File: src/rtl/cmd_packer_pkg.sv
package cmd_packer_pkg;
  localparam int OFF_W = 20;
  localparam logic [7:0] OP_SINGLE = 8'h01;
  localparam logic [7:0] OP_BURST  = 8'h09;

  typedef enum logic [1:0] {
    REQ_WRITE  = 2'd0,
    REQ_NOOP   = 2'd1,
    REQ_FINISH = 2'd2
  } req_kind_e;

  typedef enum logic [1:0] {
    LAST_NONE,
    LAST_SINGLE,
    LAST_BURST,
    LAST_OTHER
  } last_e;

  typedef enum logic [2:0] {
    S_IDLE, S_SGL, S_CONV, S_APP, S_NOP, S_FILL, S_DONE
  } state_e;
endpackage

File: src/rtl/cmd_packer_enc.sv
module cmd_packer_enc
  import cmd_packer_pkg::*;
(
  input  logic [OFF_W-1:0] off_i,
  input  logic [31:0]      mask_i,
  output logic [31:0]      single_hi_o,
  output logic             full_o
);
  logic [3:0] be;

  for (genvar k = 0; k < 4; k++) begin : g_lane
    assign be[k] = |mask_i[8*k +: 8];
  end

  assign full_o      = &mask_i;
  assign single_hi_o = {OP_SINGLE, be, off_i};
endmodule

File: src/rtl/cmd_packer_ram.sv
module cmd_packer_ram #(
  parameter int DEPTH = 64,
  localparam int AW = $clog2(DEPTH)
) (
  input  logic          clk_i,
  input  logic          we_i,
  input  logic [AW-1:0] waddr_i,
  input  logic [31:0]   wdata_i,
  input  logic [AW-1:0] raddr_i,
  output logic [31:0]   rdata_o
);
  logic [31:0] mem [DEPTH];

  always_ff @(posedge clk_i) begin
    if (we_i) mem[waddr_i] <= wdata_i;
    rdata_o <= mem[raddr_i];
  end
endmodule

File: src/rtl/cmd_packer_ctrl.sv
module cmd_packer_ctrl
  import cmd_packer_pkg::*;
#(
  parameter int DEPTH      = 64,
  parameter int LINE_WORDS = 16,
  parameter int CNT_W      = 8,
  localparam int AW = $clog2(DEPTH),
  localparam int PW = AW + 1
) (
  input  logic             clk_i,
  input  logic             rst_ni,
  input  logic             req_valid_i,
  input  logic [1:0]       req_kind_i,
  input  logic [OFF_W-1:0] req_off_i,
  input  logic [31:0]      req_val_i,
  input  logic [CNT_W-1:0] req_cnt_i,
  input  logic [31:0]      single_hi_i,
  input  logic             full_i,
  output logic             req_ready_o,
  output logic             we_o,
  output logic [AW-1:0]    waddr_o,
  output logic [31:0]      wdata_o,
  output logic [PW-1:0]    len_o,
  output logic             overflow_o,
  output logic             done_o
);
  localparam int LB = $clog2(LINE_WORDS);
  localparam logic [PW-1:0] ROOM_MAX = PW'(DEPTH - 2);

  state_e           state_q;
  last_e            last_q;
  logic [PW-1:0]    free_q, ins_q, start_w, wptr;
  logic [OFF_W-1:0] last_off_q;
  logic [31:0]      last_val_q, val_q, hi_q, bcnt_q;
  logic             full_q, ovf_q, done_q, room_w, same_w;
  logic [1:0]       step_q;
  logic [CNT_W-1:0] nop_left_q;

  // next even position for a fresh instruction
  assign start_w = free_q + PW'(free_q[0]);
  assign room_w  = free_q <= ROOM_MAX;
  assign same_w  = req_off_i == last_off_q;

  assign req_ready_o = (state_q == S_IDLE);
  assign len_o       = free_q;
  assign overflow_o  = ovf_q;
  assign done_o      = done_q;
  assign waddr_o     = wptr[AW-1:0];

  always_comb begin
    we_o    = 1'b0;
    wptr    = '0;
    wdata_o = '0;
    unique case (state_q)
      S_SGL: begin
        we_o    = 1'b1;
        wptr    = step_q[0] ? start_w + PW'(1) : start_w;
        wdata_o = step_q[0] ? hi_q : val_q;
      end
      S_CONV: begin
        we_o = 1'b1;
        wptr = ins_q + PW'(step_q);
        case (step_q)
          2'd0:    wdata_o = 32'd2;
          2'd1:    wdata_o = {OP_BURST, 4'h0, last_off_q};
          2'd2:    wdata_o = last_val_q;
          default: wdata_o = val_q;
        endcase
      end
      S_APP: begin
        we_o = 1'b1;
        case (step_q)
          2'd0:    begin wptr = free_q; wdata_o = val_q; end
          2'd1:    begin wptr = ins_q;  wdata_o = bcnt_q + 32'd1; end
          default: begin wptr = free_q; wdata_o = '0; end
        endcase
      end
      S_NOP: begin
        we_o = room_w;
        wptr = start_w + PW'(step_q[0]);
      end
      S_FILL: begin
        we_o = |free_q[LB-1:0];
        wptr = free_q;
      end
      default: ;
    endcase
  end

  always_ff @(posedge clk_i or negedge rst_ni) begin
    if (!rst_ni) begin
      state_q    <= S_IDLE;
      last_q     <= LAST_NONE;
      free_q     <= '0;
      ins_q      <= '0;
      last_off_q <= '0;
      last_val_q <= '0;
      val_q      <= '0;
      hi_q       <= '0;
      bcnt_q     <= '0;
      full_q     <= 1'b0;
      ovf_q      <= 1'b0;
      done_q     <= 1'b0;
      step_q     <= '0;
      nop_left_q <= '0;
    end else begin
      unique case (state_q)
        S_IDLE: if (req_valid_i) begin
          val_q  <= req_val_i;
          hi_q   <= single_hi_i;
          full_q <= full_i;
          step_q <= '0;
          case (req_kind_i)
            REQ_WRITE: begin
              if (!room_w) ovf_q <= 1'b1;
              else if (full_i && same_w && last_q == LAST_SINGLE) state_q <= S_CONV;
              else if (full_i && same_w && last_q == LAST_BURST)  state_q <= S_APP;
              else begin
                state_q    <= S_SGL;
                last_off_q <= req_off_i;
              end
            end
            REQ_NOOP: if (req_cnt_i != '0) begin
              nop_left_q <= req_cnt_i;
              state_q    <= S_NOP;
            end
            REQ_FINISH: begin
              last_q  <= LAST_OTHER;
              state_q <= S_FILL;
            end
            default: ;
          endcase
        end
        S_SGL: begin
          step_q <= step_q + 2'd1;
          if (step_q[0]) begin
            free_q     <= start_w + PW'(2);
            ins_q      <= start_w;
            last_q     <= full_q ? LAST_SINGLE : LAST_OTHER;
            last_val_q <= val_q;
            state_q    <= S_IDLE;
          end
        end
        S_CONV: begin
          step_q <= step_q + 2'd1;
          if (step_q == 2'd3) begin
            free_q  <= ins_q + PW'(4);
            bcnt_q  <= 32'd2;
            last_q  <= LAST_BURST;
            state_q <= S_IDLE;
          end
        end
        S_APP: begin
          step_q <= step_q + 2'd1;
          case (step_q)
            2'd0: free_q <= free_q + PW'(1);
            2'd1: begin
              bcnt_q <= bcnt_q + 32'd1;
              if (!free_q[0]) state_q <= S_IDLE;
            end
            default: state_q <= S_IDLE;
          endcase
        end
        S_NOP: begin
          if (!room_w || step_q[0]) begin
            nop_left_q <= nop_left_q - CNT_W'(1);
            step_q     <= '0;
            if (nop_left_q == CNT_W'(1)) state_q <= S_IDLE;
          end else begin
            step_q <= 2'd1;
          end
          if (!room_w) ovf_q <= 1'b1;
          else if (step_q[0]) begin
            free_q <= start_w + PW'(2);
            ins_q  <= start_w;
            last_q <= LAST_OTHER;
          end
        end
        S_FILL: begin
          if (|free_q[LB-1:0]) free_q <= free_q + PW'(1);
          else begin
            done_q  <= 1'b1;
            state_q <= S_DONE;
          end
        end
        default: ;
      endcase
    end
  end
endmodule

File: src/rtl/cmd_packer.sv
module cmd_packer
  import cmd_packer_pkg::*;
#(
  parameter int DEPTH      = 64,
  parameter int LINE_WORDS = 16,
  parameter int CNT_W      = 8,
  localparam int AW = $clog2(DEPTH)
) (
  input  logic             clk_i,
  input  logic             rst_ni,
  input  logic             req_valid_i,
  output logic             req_ready_o,
  input  logic [1:0]       req_kind_i,
  input  logic [19:0]      req_off_i,
  input  logic [31:0]      req_val_i,
  input  logic [31:0]      req_mask_i,
  input  logic [CNT_W-1:0] req_cnt_i,
  input  logic [AW-1:0]    rd_addr_i,
  output logic [31:0]      rd_data_o,
  output logic [AW:0]      len_o,
  output logic             overflow_o,
  output logic             done_o
);
  logic [31:0]   single_hi;
  logic          full;
  logic          we;
  logic [AW-1:0] waddr;
  logic [31:0]   wdata;

  cmd_packer_enc u_enc (
    .off_i       (req_off_i),
    .mask_i      (req_mask_i),
    .single_hi_o (single_hi),
    .full_o      (full)
  );

  cmd_packer_ctrl #(
    .DEPTH(DEPTH), .LINE_WORDS(LINE_WORDS), .CNT_W(CNT_W)
  ) u_ctrl (
    .clk_i       (clk_i),
    .rst_ni      (rst_ni),
    .req_valid_i (req_valid_i),
    .req_kind_i  (req_kind_i),
    .req_off_i   (req_off_i),
    .req_val_i   (req_val_i),
    .req_cnt_i   (req_cnt_i),
    .single_hi_i (single_hi),
    .full_i      (full),
    .req_ready_o (req_ready_o),
    .we_o        (we),
    .waddr_o     (waddr),
    .wdata_o     (wdata),
    .len_o       (len_o),
    .overflow_o  (overflow_o),
    .done_o      (done_o)
  );

  cmd_packer_ram #(.DEPTH(DEPTH)) u_ram (
    .clk_i   (clk_i),
    .we_i    (we),
    .waddr_i (waddr),
    .wdata_i (wdata),
    .raddr_i (rd_addr_i),
    .rdata_o (rd_data_o)
  );
endmodule

File: config.mk
export PLATFORM = sky130hd
export DESIGN_NAME = cmd_packer
export DESIGN_NICKNAME = d
export VERILOG_FILES = /design/src/rtl/cmd_packer_pkg.sv /design/src/rtl/cmd_packer_enc.sv /design/src/rtl/cmd_packer_ram.sv /design/src/rtl/cmd_packer_ctrl.sv /design/src/rtl/cmd_packer.sv
export SDC_FILE = /design/constraint.sdc
export NUM_CORES = 2
export LEC_CHECK = 0
export CAP_MARGIN = 5
export CORE_ASPECT_RATIO = 1.2
export CORE_MARGIN = 2
export CORE_UTILIZATION = 34
export CTS_CLUSTER_DIAMETER = 100
export DETAILED_ROUTE_END_ITERATION = 16
export PLACE_DENSITY = 0.54
export RECOVER_POWER = 50
export SLEW_MARGIN = 30
export SYNTH_ARGS = -nofsm -noshare
export SYNTH_HDL_FRONTEND = slang
export SYNTH_HIERARCHICAL = 1
export SYNTH_SLANG_ARGS = --single-unit
File: constraint.sdc
create_clock -name clk_i -period 4.9 [get_ports clk_i]
set_input_delay 0.49 -clock clk_i [delete_from_list [all_inputs] [get_ports clk_i]]
set_output_delay 0.49 -clock clk_i [all_outputs]
set_load 0.02 [all_outputs]
==> impl_metrics.toml <==
[power]
clockPowerShare_pct = 44.4
p_leak_nw = 28.5
intPower_mw = 31.3
pwr-share-comb_pct = 3.1
p_sw_mw = 8.20
vdd_drop_max_uv = 280
switching_share_pct = 20.8
power_density_nw_per_um2 = 381
p_seq_share_pct = 52.5

[worst_setup_path]
crit_arrival_ns = 5.02
r2r-start = "u_ctrl/state_q[0]$_DFFE_PN0P_"
crit_family = "buffers and inverters"
crit_chain = "inv_1 > nor2_1 > and3_1 > a22oi_1 > o211ai_1 > nor2_1 > nand3_1 > clkbuf_1 > nor2_4 > clkbuf_2"
endpoint_kind = "flip-flop"
slowest_delay_ns = 0.76
start_kind = "flip-flop"
worstPathRequired_ns = 5.30
critPathMaxFanout = 32
cp_slowest_cell = "dfrtp_1"
criticalPathCategory = "flip-flop to flip-flop"
crit_start = "u_ctrl/state_q[0]$_DFFE_PN0P_"
cp_common_cell = "nor2_1"
crit_buf_inv = 3

[timing]
slew_viol_final = 233
grt_setup_unrepaired = "no"
worst_slew_margin_rel_pct = -161
min_period_ns = 4.62
whs_ns = 0.0627
period_share_pct = 94.4
tns_ns = 0
finalHoldViolCount = 0
clock_skew_ns = 0.0609
worst_pin_slew_ns = 3.91
setup_viol = 0
fmax_ghz = 0.216

[die]
io_pins = 145
die_area_um2 = 266000
design.core.area_um2 = 260000
rows = 205
initial_utilization_pct = 34.2
die_h_um = 565
die_w_um = 471

[final_layout]
layout_common_cells = "edfxtp_1 (2048), mux4_2 (446), clkbuf_16 (233), dfrtp_1 (179), nand2_1 (158)"
utilization_pct = 39.9
drive_gt1_share_pct = 24.9
fillerInstances = 23200
regArea_um2 = 66600
layout.nets = 5039
final_common_cell = "edfxtp_1"
area.growth.synth_to_final_pct = 16.5
multi_input_area_um2 = 21400

[grt]
grt_antenna_before_repair = 22
grt_max_degree = 114
grt_pass1_vias = 46800
grt-ovfl-total = 0
track_usage_pct = 18.3
grt_pass1_wl_um = 352000

[clock_network]
h-tree-depth = 4
cts.sinks = 2259
numCtsBuffers = 232
path_clk_slew_ns = 0.06
cts_tree = "done"
cts_root_buf = "clkbuf_16"
cts_setup_buffers = 0
insertion_delay_ns = 0.88
cts.path.max_buffers = 4

[routing]
drc = 0
drtIter0Drc = 4762
vias = 46400
wl_um = 248000
firstDrtPassIters = 6
viasPerCell = 5.42
wire_per_inst_um = 29.0
ant_nets = 0

[worst_hold_path]
min_from = "rd_addr_i[4]"
hp-class = "input port to flip-flop"

[outcome]
failed_checks = "max-capacitance violations, max-slew violations"
status = "finished, violations left"

[placement]
gp_congestion = 0.849
numPortBuffers = 144
dpl.hpwl_um = 152000

[synthesis]
syn_avg_cell_area_um2 = 19.5
syn-cell-area_um2 = 89100
async_flop_share_pct = 7.92
yosysSeqAreaShare_pct = 74.8
post_synth_num_cell_types = 84
yosysWarnings = 6
synthCells = 4568
ys_seq_elements = 2259
synth_ff_type = "edfxtp_1"
synth-edff-count = 2048

[run]
cap_violations = 9
==> layer usage <==
layer	part of all wire (%)	routed length (µm)	vias up	global-route usage [%]
li1	-	-	19600	-
met1	42	103000	24900	24.8
met2	49	122000	1546	30.7
met3	6.1	15100	350	2.48
met4	2.9	7280	0	5.43
met5	0	0	-	0
==> worst reg2reg max path, delay by kind of cell, from the launching register on <==
kind / cells / cell delay [ns]
buffers and inverters: 3 / 1.57
flip-flops: 1 / 0.76
AND/OR/NAND/NOR: 5 / 1.16
AO/OA/AOI/OAI: 2 / 0.62
==> final cells by class <==
type / count / share of cell area [%]
inverter: 19 / 0.0687
antenna: 30 / 0.0723
clock buffer: 292 / 5.91
multi-input combinational: 1999 / 20.6
tap: 3415 / 4.12
sequential: 2259 / 64.2
clock inverter: 126 / 1.25
timing repair buffer: 408 / 3.81
==> power by group through the flow <==
| stage | sequential (mW) | clock, mW | combinational (mW) |
|---|---|---|---|
| 2_1_floorplan | 21.2 | 0 | 0.615 |
| 3_3_place_gp | 21.2 | 0 | 1.26 |
| 3_5_place_dp | 21.2 | 0 | 1.25 |
| 4_1_cts | 20.8 | 17.9 | 1.26 |
| 5_1_grt | 20.7 | 18.5 | 1.29 |
| 6_report | 20.8 | 17.5 | 1.22 |
==> what timing repair did <==
item / CTS / global route
endpoints found under the setup margin: 0 / 0
hold buffers: 1 / 0
endpoints found under the hold margin: 66 / 0
resized for setup: 0 / 0
==> final timing paths <==
kind                                           endpoint  slack (ns)  cells past startpoint
setup / recovery              u_ram/mem[9][1]$_DFFE_PP_        0.28                     10
hold / removal                u_ram/rdata_o[10]$_DFF_P_        0.06                      3
setup reg to reg              u_ram/mem[9][1]$_DFFE_PP_        0.28                     10
hold reg to reg             u_ctrl/ins_q[6]$_DFFE_PN0P_        0.50                      2
max in group asynchronous   u_ctrl/len_o[0]$_DFFE_PN0P_        1.13                      2
min in group asynchronous  u_ctrl/val_q[20]$_DFFE_PN0P_        1.53                      2
==> stage by stage <==
stage          total power, mW  area (µm²)  instances  setup slack, ns
2_1_floorplan             21.8       89100       4574           0.0284
3_3_place_gp              22.4       96500       8090            0.570
3_5_place_dp              22.4       96700       8094            0.644
4_1_cts                   39.9      104000       8513            0.580
5_1_grt                   40.6      104000       8541            0.141
6_report                  39.5      104000       8548            0.276
==> registers in the layout (all words and copies together), names as in the netlist, 7 cells and up <==
signal / flops
u_ctrl/last_off_q: 20
u_ram/mem: 2048
u_ctrl/nop_left_q: 8
u_ctrl/hi_q: 32
u_ctrl/bcnt_q: 32
u_ctrl/last_val_q: 32
u_ram/rdata_o: 32
u_ctrl/len_o: 7
u_ctrl/val_q: 32
==> synth_stat cells (32+ instances only) <==
master	count	area share [%]
nor2_1	145	0.61
a22oi_1	80	0.67
mux2_2	144	1.8
mux4_2	446	11
nand2_1	162	0.68
dfxtp_1	32	0.72
nand4_1	58	0.41
xor2_1	33	0.32
nor2b_1	33	0.23
clkbuf_1	129	0.54
o22ai_1	71	0.50
edfxtp_1	2048	69
mux2i_1	132	1.5
buf_4	56	0.47
nand3_1	102	0.57
buf_2	67	0.38
o21ai_0	114	0.64
dfrtp_1	179	5.0
o221ai_1	45	0.44
a21oi_1	45	0.25
==> kinds of logic after synthesis <==
logic type	share of synthesized area, %
AOI/OAI and AO/OA	4.25
xor gates and xnor gates	0.580
adders and majority gates	0.239
buffers and inverters	1.91
DFF	74.8
muxes	14.6
other	0.00843
and+or+nand+nor	3.68
No activity file was read; power rests on OpenSTA's default activity.
